**src/rtl/sec_trim_pkg.sv**
```systemverilog
package sec_trim_pkg;

  localparam int MATCH_W   = 19;
  localparam int DIR_LSB   = 19;
  localparam int EN_BIT    = 23;
  localparam int WORD_W    = 32;

  typedef enum logic [1:0] {
    DIR_OFF0 = 2'd0,
    DIR_OFF1 = 2'd1,
    DIR_DROP = 2'd2,
    DIR_ADD  = 2'd3
  } trim_dir_e;

  typedef struct packed {
    logic                 en;
    trim_dir_e            dir;
    logic [MATCH_W-1:0]   match;
  } trim_cfg_t;

  // Pull the three fields out of a raw bus word.
  function automatic trim_cfg_t unpack_word(input logic [WORD_W-1:0] w);
    trim_cfg_t c;
    c.en    = w[EN_BIT];
    c.dir   = trim_dir_e'(w[DIR_LSB+1:DIR_LSB]);
    c.match = w[MATCH_W-1:0];
    return c;
  endfunction

  // Correction runs only with the enable set and a real direction code.
  function automatic logic cfg_active(input trim_cfg_t c);
    return c.en && ((c.dir == DIR_DROP) || (c.dir == DIR_ADD));
  endfunction

  // Number of seconds the counter advances for one raw tick.
  function automatic logic [1:0] step_count(input logic corr, input trim_dir_e d);
    if (!corr)            return 2'd1;
    else if (d == DIR_ADD) return 2'd2;
    else                  return 2'd0;
  endfunction

endpackage

```
**src/rtl/sec_trim_cfg.sv**
```systemverilog
module sec_trim_cfg
  import sec_trim_pkg::*;
#(
  parameter int ADDR_W   = 8,
  parameter logic [ADDR_W-1:0] ADJ_OFFSET = 8'h18
) (
  input  logic              clk,
  input  logic              rst_n,
  input  logic              we,
  input  logic [ADDR_W-1:0] addr,
  input  logic [WORD_W-1:0] wdata,
  output logic              hit,
  output trim_cfg_t         cfg
);

  assign hit = we && (addr == ADJ_OFFSET);

  always_ff @(posedge clk or negedge rst_n) begin
    if (!rst_n) cfg <= '0;
    else if (hit) cfg <= unpack_word(wdata);
  end

endmodule

```
**src/rtl/sec_trim_period.sv**
```systemverilog
module sec_trim_period #(
  parameter int CNT_W = 19
) (
  input  logic             clk,
  input  logic             rst_n,
  input  logic             restart,
  input  logic             active,
  input  logic             tick,
  input  logic [CNT_W-1:0] match,
  output logic             wrap,
  output logic [CNT_W-1:0] count
);

  logic at_end;
  assign at_end = (count == match);
  assign wrap   = active && tick && at_end && !restart;

  always_ff @(posedge clk or negedge rst_n) begin
    if (!rst_n)                 count <= '0;
    else if (restart || !active) count <= '0;
    else if (tick) begin
      if (at_end) count <= '0;
      else        count <= count + 1'b1;
    end
  end

endmodule

```
**src/rtl/sec_trim_step.sv**
```systemverilog
module sec_trim_step
  import sec_trim_pkg::*;
(
  input  logic      clk,
  input  logic      rst_n,
  input  logic      tick,
  input  logic      wrap,
  input  trim_dir_e dir,
  output logic      step_one,
  output logic      step_two
);

  logic [1:0] adv;
  assign adv = step_count(wrap, dir);

  always_ff @(posedge clk or negedge rst_n) begin
    if (!rst_n) begin
      step_one <= 1'b0;
      step_two <= 1'b0;
    end else begin
      step_one <= tick && (adv == 2'd1);
      step_two <= tick && (adv == 2'd2);
    end
  end

endmodule

```
**src/rtl/sec_trim_top.sv**
```systemverilog
module sec_trim_top
  import sec_trim_pkg::*;
#(
  parameter int ADDR_W = 8,
  parameter logic [ADDR_W-1:0] ADJ_OFFSET = 8'h18
) (
  input  logic              clk,
  input  logic              rst_n,
  input  logic              sec_tick,
  input  logic              adj_we,
  input  logic [ADDR_W-1:0] adj_addr,
  input  logic [31:0]       adj_wdata,
  output logic              step_one,
  output logic              step_two
);

  trim_cfg_t          cfg_q;
  logic               wr_hit;
  logic               trim_act;
  logic               corr_evt;
  logic [MATCH_W-1:0] per_cnt;

  sec_trim_cfg #(.ADDR_W(ADDR_W), .ADJ_OFFSET(ADJ_OFFSET)) u_cfg (
    .clk   (clk),
    .rst_n (rst_n),
    .we    (adj_we),
    .addr  (adj_addr),
    .wdata (adj_wdata),
    .hit   (wr_hit),
    .cfg   (cfg_q)
  );

  assign trim_act = cfg_active(cfg_q);

  sec_trim_period #(.CNT_W(MATCH_W)) u_period (
    .clk     (clk),
    .rst_n   (rst_n),
    .restart (wr_hit),
    .active  (trim_act),
    .tick    (sec_tick),
    .match   (cfg_q.match),
    .wrap    (corr_evt),
    .count   (per_cnt)
  );

  sec_trim_step u_step (
    .clk      (clk),
    .rst_n    (rst_n),
    .tick     (sec_tick),
    .wrap     (corr_evt),
    .dir      (cfg_q.dir),
    .step_one (step_one),
    .step_two (step_two)
  );

endmodule

```
**config.mk**
```make
export PLATFORM = sky130hd
export DESIGN_NAME = sec_trim_top
export DESIGN_NICKNAME = d
export VERILOG_FILES = /design/src/rtl/sec_trim_pkg.sv /design/src/rtl/sec_trim_cfg.sv /design/src/rtl/sec_trim_period.sv /design/src/rtl/sec_trim_step.sv /design/src/rtl/sec_trim_top.sv
export SDC_FILE = /design/constraint.sdc
export NUM_CORES = 1
export LEC_CHECK = 0
export CAP_MARGIN = 20
export CORE_MARGIN = 2
export CORE_UTILIZATION = 50
export DETAILED_ROUTE_END_ITERATION = 10
export DONT_BUFFER_PORTS = 1
export SLEW_MARGIN = 40
export SYNTH_ARGS = -nofsm -noshare
export SYNTH_HDL_FRONTEND = slang
export SYNTH_HIERARCHICAL = 1
export SYNTH_SLANG_ARGS = --single-unit
```
**constraint.sdc**
```tcl
create_clock -name clk -period 3.5 [get_ports clk]
set_clock_uncertainty 0.05 [all_clocks]
set_input_delay 0.35 -clock clk [delete_from_list [all_inputs] [get_ports clk]]
set_output_delay 0.35 -clock clk [all_outputs]
set_load 0.02 [all_outputs]
```
==> results.tsv, run 1 <==
metric	value	unit
status	completed	
Rows	24	
NetSw	0.224	mW
Post-Synth Simple-Gate Area	0.179	
Hold Path Depth	1	
final net count	247	
DR DRC count	0	
H-tree Lvls	2	
hold_sp	sec_tick	
Clock Pin Slew Worst Setup and Hold Paths	0.08	ns
Vias	1530	
wire length per cell	17.3	µm
final setup violation count	0	
Comb pwr share	0.075	
R2R cell count	6	
antenna cells	0	
Post-DP HPWL	3.09	mm
Yosys warning count	6	
crit path DAT	2.37	ns
initial antenna violation count	0	
DIE AREA	5220	µm²
Tcrit/Tclk final	0.628	
post-CTS setup buffer count	0	
register area share after synthesis	0.462	
Worst-Margin Slew	0.697	ns
Initial Util	0.527	
post-synthesis adder-cell area fraction	0.00537	
Synth Area in Compound Gates	0.0978	
Area growth syn-to-layout	6.02	%
Synth Instances	201	
Max-slew headroom	0.534	
setup TNS	0	ns
Antenna Nets Post-Route	0	
top-level port count	46	
mux contribution to synthesized area	0.146	
area post-placement	2330	µm²
number of port buffers	0	
Worst-Skew Late Latency	0.30	ns
R2R setup slack	1.31	ns
maximum root-to-sink buffer count	2	
M2 GR Usage	0.292	
layout cell share with drive strength beyond 1	0.197	
final design area excluding fillers	2470	µm²
clock share of power	0.396	
Peak Freq	0.455	GHz
grt ovf	0	
Num CTS Buffers	5	
vias in the first global route	1523	
gpl congestion	0.846	
unrepaired setup endpoints after global routing	no	
Mapped Avg Cell Area	11.6	µm²
Max IR drop VDD	0.260	mV
Final Hold Viols	0	
Hold EP	u_step/step_one$_DFF_PN0_	
first-pass GRT wire length	7.41	mm
number of max-cap violations	0	
largest net degree at the start of global routing	44	
via/cell ratio	6.00	
CP endpoint kind	flip-flop	
Total GRT Usage	0.187	
largest family of logic cells by synthesized area	simple AND/OR/NAND/NOR gates	
mapped cell area	2330	µm²
Data required, critical path	3.67	ns
Clock Sinks	43	
LEAKAGE	1.19	nW
GR Util met3	0.0472	
grt peak-use layer	met2	
core area	4410	µm²
internal power	0.758	mW
reg2reg start	u_period/count[0]$_DFFE_PN0P_	
Die Span X	72.2	µm
TritonRoute pass-1 iters	4	
CP Max Fanout	27	
Final min period	2.20	ns
critical path type	in2reg	
CTS tree	done	
P per Cell Area	398	nW/µm²
Hold WC Path Type	in2reg	
Sw Share	0.228	
startpoint types	input pin	
met1 Use GR	0.250	
Filler cells	398	
FF-to-FF End	u_period/count[12]$_DFFE_PN0P_	
post-synthesis xor/xnor area fraction	0.0715	
Die Ht	72.2	µm
initial DRC count	156	
CTS root buffer	clkbuf_8	
Synth Register Bits	43	
total wire length	4.42	mm
post-synth cell types	36	
pins over their slew limit	0	
Post-Syn Nets	246	
Seq pwr share	0.529	
-- cell usage in the layout (no fill, tap or decap), types with 2 or more instances in the layout --
master,instances
mux2i_1,2
o21ai_0,5
xor2_1,3
nor4_4,2
nand2b_1,2
nor2_1,9
a21oi_1,9
a21o_1,4
nand4_1,6
mux2_2,3
mux2_4,19
o311ai_1,6
nand2_1,18
dfrtp_1,43
xnor2_1,16
clkbuf_8,5
nand3b_1,2
and3_1,2
inv_1,4
nor3_2,2
a211oi_1,2
nand3_1,17
and4_1,2
a22o_1,5
-- through the flow --
step	instances	power, mW	worst slack, ns	hold WS [ns]	util
final	255	0.982	1.30	0.130	0.559
after global routing	255	1.02	1.10	0.121	0.559
after CTS	255	0.993	1.30	0.127	0.559
after detailed placement	245	0.590	1.01	0.00593	0.527
after global placement	245	0.589	1.09	0.00575	0.527
after floorplan	201	0.580	1.51	0.00441	-
-- repair_timing --
action	in CTS	in global routing
gates resized for setup	0	0
endpoints found under the hold margin	43	0
hold buffers	2	0
-- cells by family (layout without fill, tap and decap cells) --
logic type | count (synthesis) | in the layout
flops | 43 | 43
fa+ha+maj | 1 | 1
buf+inv | 13 | 15
compound gates | 32 | 32
simple gates | 69 | 69
xor+xnor | 19 | 19
mux | 24 | 24
-- cell usage after synthesis --
master	instances	share of area
and3_1	2	0.0054
mux2_4	19	0.12
xnor2_1	16	0.060
a211oi_1	2	0.0064
nor2b_1	1	0.0027
and4bb_2	1	0.0054
buf_6	5	0.024
ha_1	1	0.0054
nand4b_4	1	0.010
nand4_1	6	0.016
mux2_2	3	0.015
nor2_1	9	0.015
nand3b_1	2	0.0064
and2_1	1	0.0027
a21o_1	4	0.013
inv_1	4	0.0064
dfrtp_1	43	0.46
mux2i_1	2	0.0086
and4_1	2	0.0075
clkbuf_2	1	0.0021
nor3_1	1	0.0021
clkbuf_1	1	0.0016
nand2_1	18	0.029
or3_1	1	0.0027
nor4_4	2	0.018
a22o_1	5	0.019
nand2b_1	2	0.0054
xor2_1	3	0.011
a21oi_4	1	0.0070
o21ai_0	5	0.011
buf_2	2	0.0043
nor3_2	2	0.0086
nand3_1	17	0.037
nor3b_2	1	0.0054
a21oi_1	9	0.019
o311ai_1	6	0.023
-- worst max-delay path by stage --
stage | from | to | slack [ns] | depth (start not counted)
final | adj_addr[6] | u_period/count[16]$_DFFE_PN0P_ | 1.30 | 7
after global routing | adj_addr[6] | u_period/count[2]$_DFFE_PN0P_ | 1.10 | 7
after CTS | u_period/count[0]$_DFFE_PN0P_ | u_period/count[12]$_DFFE_PN0P_ | 1.30 | 6
after detailed placement | adj_addr[6] | u_period/count[16]$_DFFE_PN0P_ | 1.01 | 7
after global placement | adj_addr[6] | u_period/count[16]$_DFFE_PN0P_ | 1.09 | 7
after floorplan | adj_addr[6] | u_period/count[13]$_DFFE_PN0P_ | 1.51 | 8
-- worst max-delay path, stage by stage --
cell and delay [ns]:
and4bb_2 0.23, nand4b_4 0.40, inv_1 0.13, nand3b_1 0.31
a21oi_4 0.61, a21oi_1 0.12, o21ai_0 0.20
-- sequential cells by signal (all words and copies together) (netlist names) --
| register | flops |
|---|---|
| u_period/count | 19 |
| u_cfg/cfg | 22 |
| u_step/step_one | 1 |
| u_step/step_two | 1 |
-- area by class of cell --
class / instances / area (µm²) / share of cell area
multi-input cells: 145 / 1160 / 0.471
flip-flops and latches: 43 / 1080 / 0.436
clock buffers: 5 / 68.8 / 0.0279
well taps: 52 / 65.1 / 0.0264
clock inverters: 3 / 43.8 / 0.0177
repair buffers: 3 / 37.5 / 0.0152
inverters: 4 / 15.0 / 0.00608
-- layer usage --
metal | wire (µm) | share of wire
met1 | 2080 | 0.47
met2 | 2080 | 0.47
met3 | 182 | 0.041
met4 | 78 | 0.018
met5 | 0 | 0
-- power groups by stage --
stage / Clock [mW] / Sequential, mW / Combinational (mW)
final: 0.389 / 0.519 / 0.0736
after global routing: 0.421 / 0.521 / 0.0803
after CTS: 0.399 / 0.519 / 0.0750
after detailed placement: 0 / 0.530 / 0.0608
after global placement: 0 / 0.529 / 0.0601
after floorplan: 0 / 0.526 / 0.0540
Power figures use the tool's default switching activity.
==> run 2, diff against run 1 <==
- PLACE_DENSITY: default -> 0.68
- clock period: 3.5 -> 1.9 ns (I/O delays scaled with it)
==> results.tsv, run 2 (same netlist as run 1, synthesis figures left out) <==
metric	value	unit
Die Span X	72.2	µm
P per Cell Area	547	nW/µm²
Crit path max-delay family	simple AND/OR/NAND/NOR gates	
critical path's largest stage delay	0.42	ns
final worst slack	-0.103	ns
Tcrit/Tclk final	1.05	
LEAKAGE	1.60	nW
Sequential Area	1080	µm²
H-tree Lvls	2	
first-pass GRT wire length	9.50	mm
Num CTS Buffers	5	
crit path DAT	2.14	ns
Worst-Skew Late Latency	0.30	ns
grt ovf	0	
layout cell share with drive strength beyond 1	0.409	
wire length per cell	21.2	µm
startpoint types	flip-flop	
CTS tree	done	
crit path max-delay cell type	dfrtp_1	
Die Ht	72.2	µm
Antenna Nets Post-Route	0	
Final Hold Viols	0	
final net count	313	
CTS root buffer	clkbuf_8	
Top Registers	u_cfg/cfg: 22 flops, u_period/count: 19 flops	
Max IR drop VDD	0.361	mV
failing checks	negative setup slack	
largest net degree at the start of global routing	44	
Data required, critical path	2.04	ns
Filler cells	245	
gpl congestion	0.822	
Vias	1938	
Biggest register	u_cfg/cfg	
Total Power	1.81	mW
final setup violation count	13	
antenna cells	0	
status	finished with violations	
WP buf/inv	3	
Initial Util	0.527	
number of max-cap violations	0	
Final min period	2.00	ns
CP most frequent cell	buf_4	
Area growth syn-to-layout	42.5	%
pre-CTS setup slack	-0.0553	ns
Core Util, Final	0.752	
Peak Freq	0.499	GHz
most common cell after layout, fill and taps aside	dfrtp_1	
TritonRoute pass-1 iters	4	
Worst-Margin Slew	0.405	ns
unrepaired setup endpoints after global routing	yes	
Hold WC Path Type	in2reg	
CP endpoint kind	flip-flop	
DIE AREA	5220	µm²
Post-DP HPWL	3.57	mm
maximum root-to-sink buffer count	2	
CP Max Fanout	6	
DR DRC count	0	
initial DRC count	140	
CP cell instances	buf_6 > and3_1 > nand2_1 > nor4_4 > buf_4 > buf_4 > a211oi_1 > nor2_1 > a21oi_1	
vias in the first global route	1990	
max reg flops	22	
total wire length	6.80	mm
Total GRT Usage	0.239	
initial antenna violation count	0	
Clock Pin Slew Worst Setup and Hold Paths	0.09	ns
Multi-input gate area	1430	µm²
pins over their slew limit	0	
via/cell ratio	6.04	
number of port buffers	0	
Clock Sinks	43	
critical path type	reg2reg	
core area	4410	µm²
WHS	0.0329	ns
Rows	24	
commonest cells after routing, fill and taps aside	dfrtp_1, buf_4, dlygate4sd3_1, mux2_4, nand2_1	
Max-slew headroom	0.730	
top-level port count	46	
run 2: changes by cell type in the layout (fill, tap and decap cells not counted), sizes merged:
cell,before,now
bufinv,1,0
dlygate4sd3,1,24
clkinv,2,1
buf,2,44
a21oi,10,11
clkbuf,5,7
run 2: final cells by class:
class / count / area share
Multi-Input combinational cell: 146 / 0.432
Sequential cell: 43 / 0.325
Timing Repair Buffer: 68 / 0.195
Clock buffer: 7 / 0.0230
Tap cell: 52 / 0.0196
Inverter: 4 / 0.00452
Clock inverter: 1 / 0.00151
run 2: routing by layer:
metal  track usage  vias up  part of all wire
met5             0        -                 0
met4        0.0922        0             0.026
met3        0.0639       24             0.056
met2         0.418       75              0.52
met1         0.279      981              0.40
li1              -      858                 -
run 2: timing repair:
| item | in CTS | in global routing |
|---|---|---|
| pin swaps | 8 | 29 |
| hold buffers | 24 | 1 |
| gates resized for setup | 17 | 41 |
| cloned | 1 | 0 |
| endpoints found under the hold margin | 65 | 1 |
| buffers inserted | 2 | 11 |
| setup endpoints to repair | 12 | 21 |
run 2: per-stage QoR:
step	TNS [ns]	instances	cell area [µm²]
after floorplan	0	201	2330
after global placement	0	274	2570
after detailed placement	-0.315	274	2570
after CTS	-0.0273	309	3000
after global routing	-2.43	321	3320
final	-0.584	321	3320
run 2: worst paths after layout:
kind,cells after the start,slack (ns),start,to
min reg2reg,1,0.48,u_cfg/cfg[19]$_DFFE_PN0P_,u_cfg/cfg[19]$_DFFE_PN0P_
min,1,0.03,sec_tick,u_step/step_two$_DFF_PN0_
max,9,-0.10,u_period/count[3]$_DFFE_PN0P_,u_period/count[13]$_DFFE_PN0P_
min in group asynchronous,2,0.29,rst_n,u_cfg/cfg[0]$_DFFE_PN0P_
max reg2reg,9,-0.10,u_period/count[3]$_DFFE_PN0P_,u_period/count[13]$_DFFE_PN0P_
max in group asynchronous,2,1.27,rst_n,u_period/count[4]$_DFFE_PN0P_
run 2: power by group:
group	internal [mW]	leakage, nW	switching (mW)
combinational	0.155	0.961	0.121
clock	0.259	0.0422	0.322
sequential	0.938	0.593	0.0205
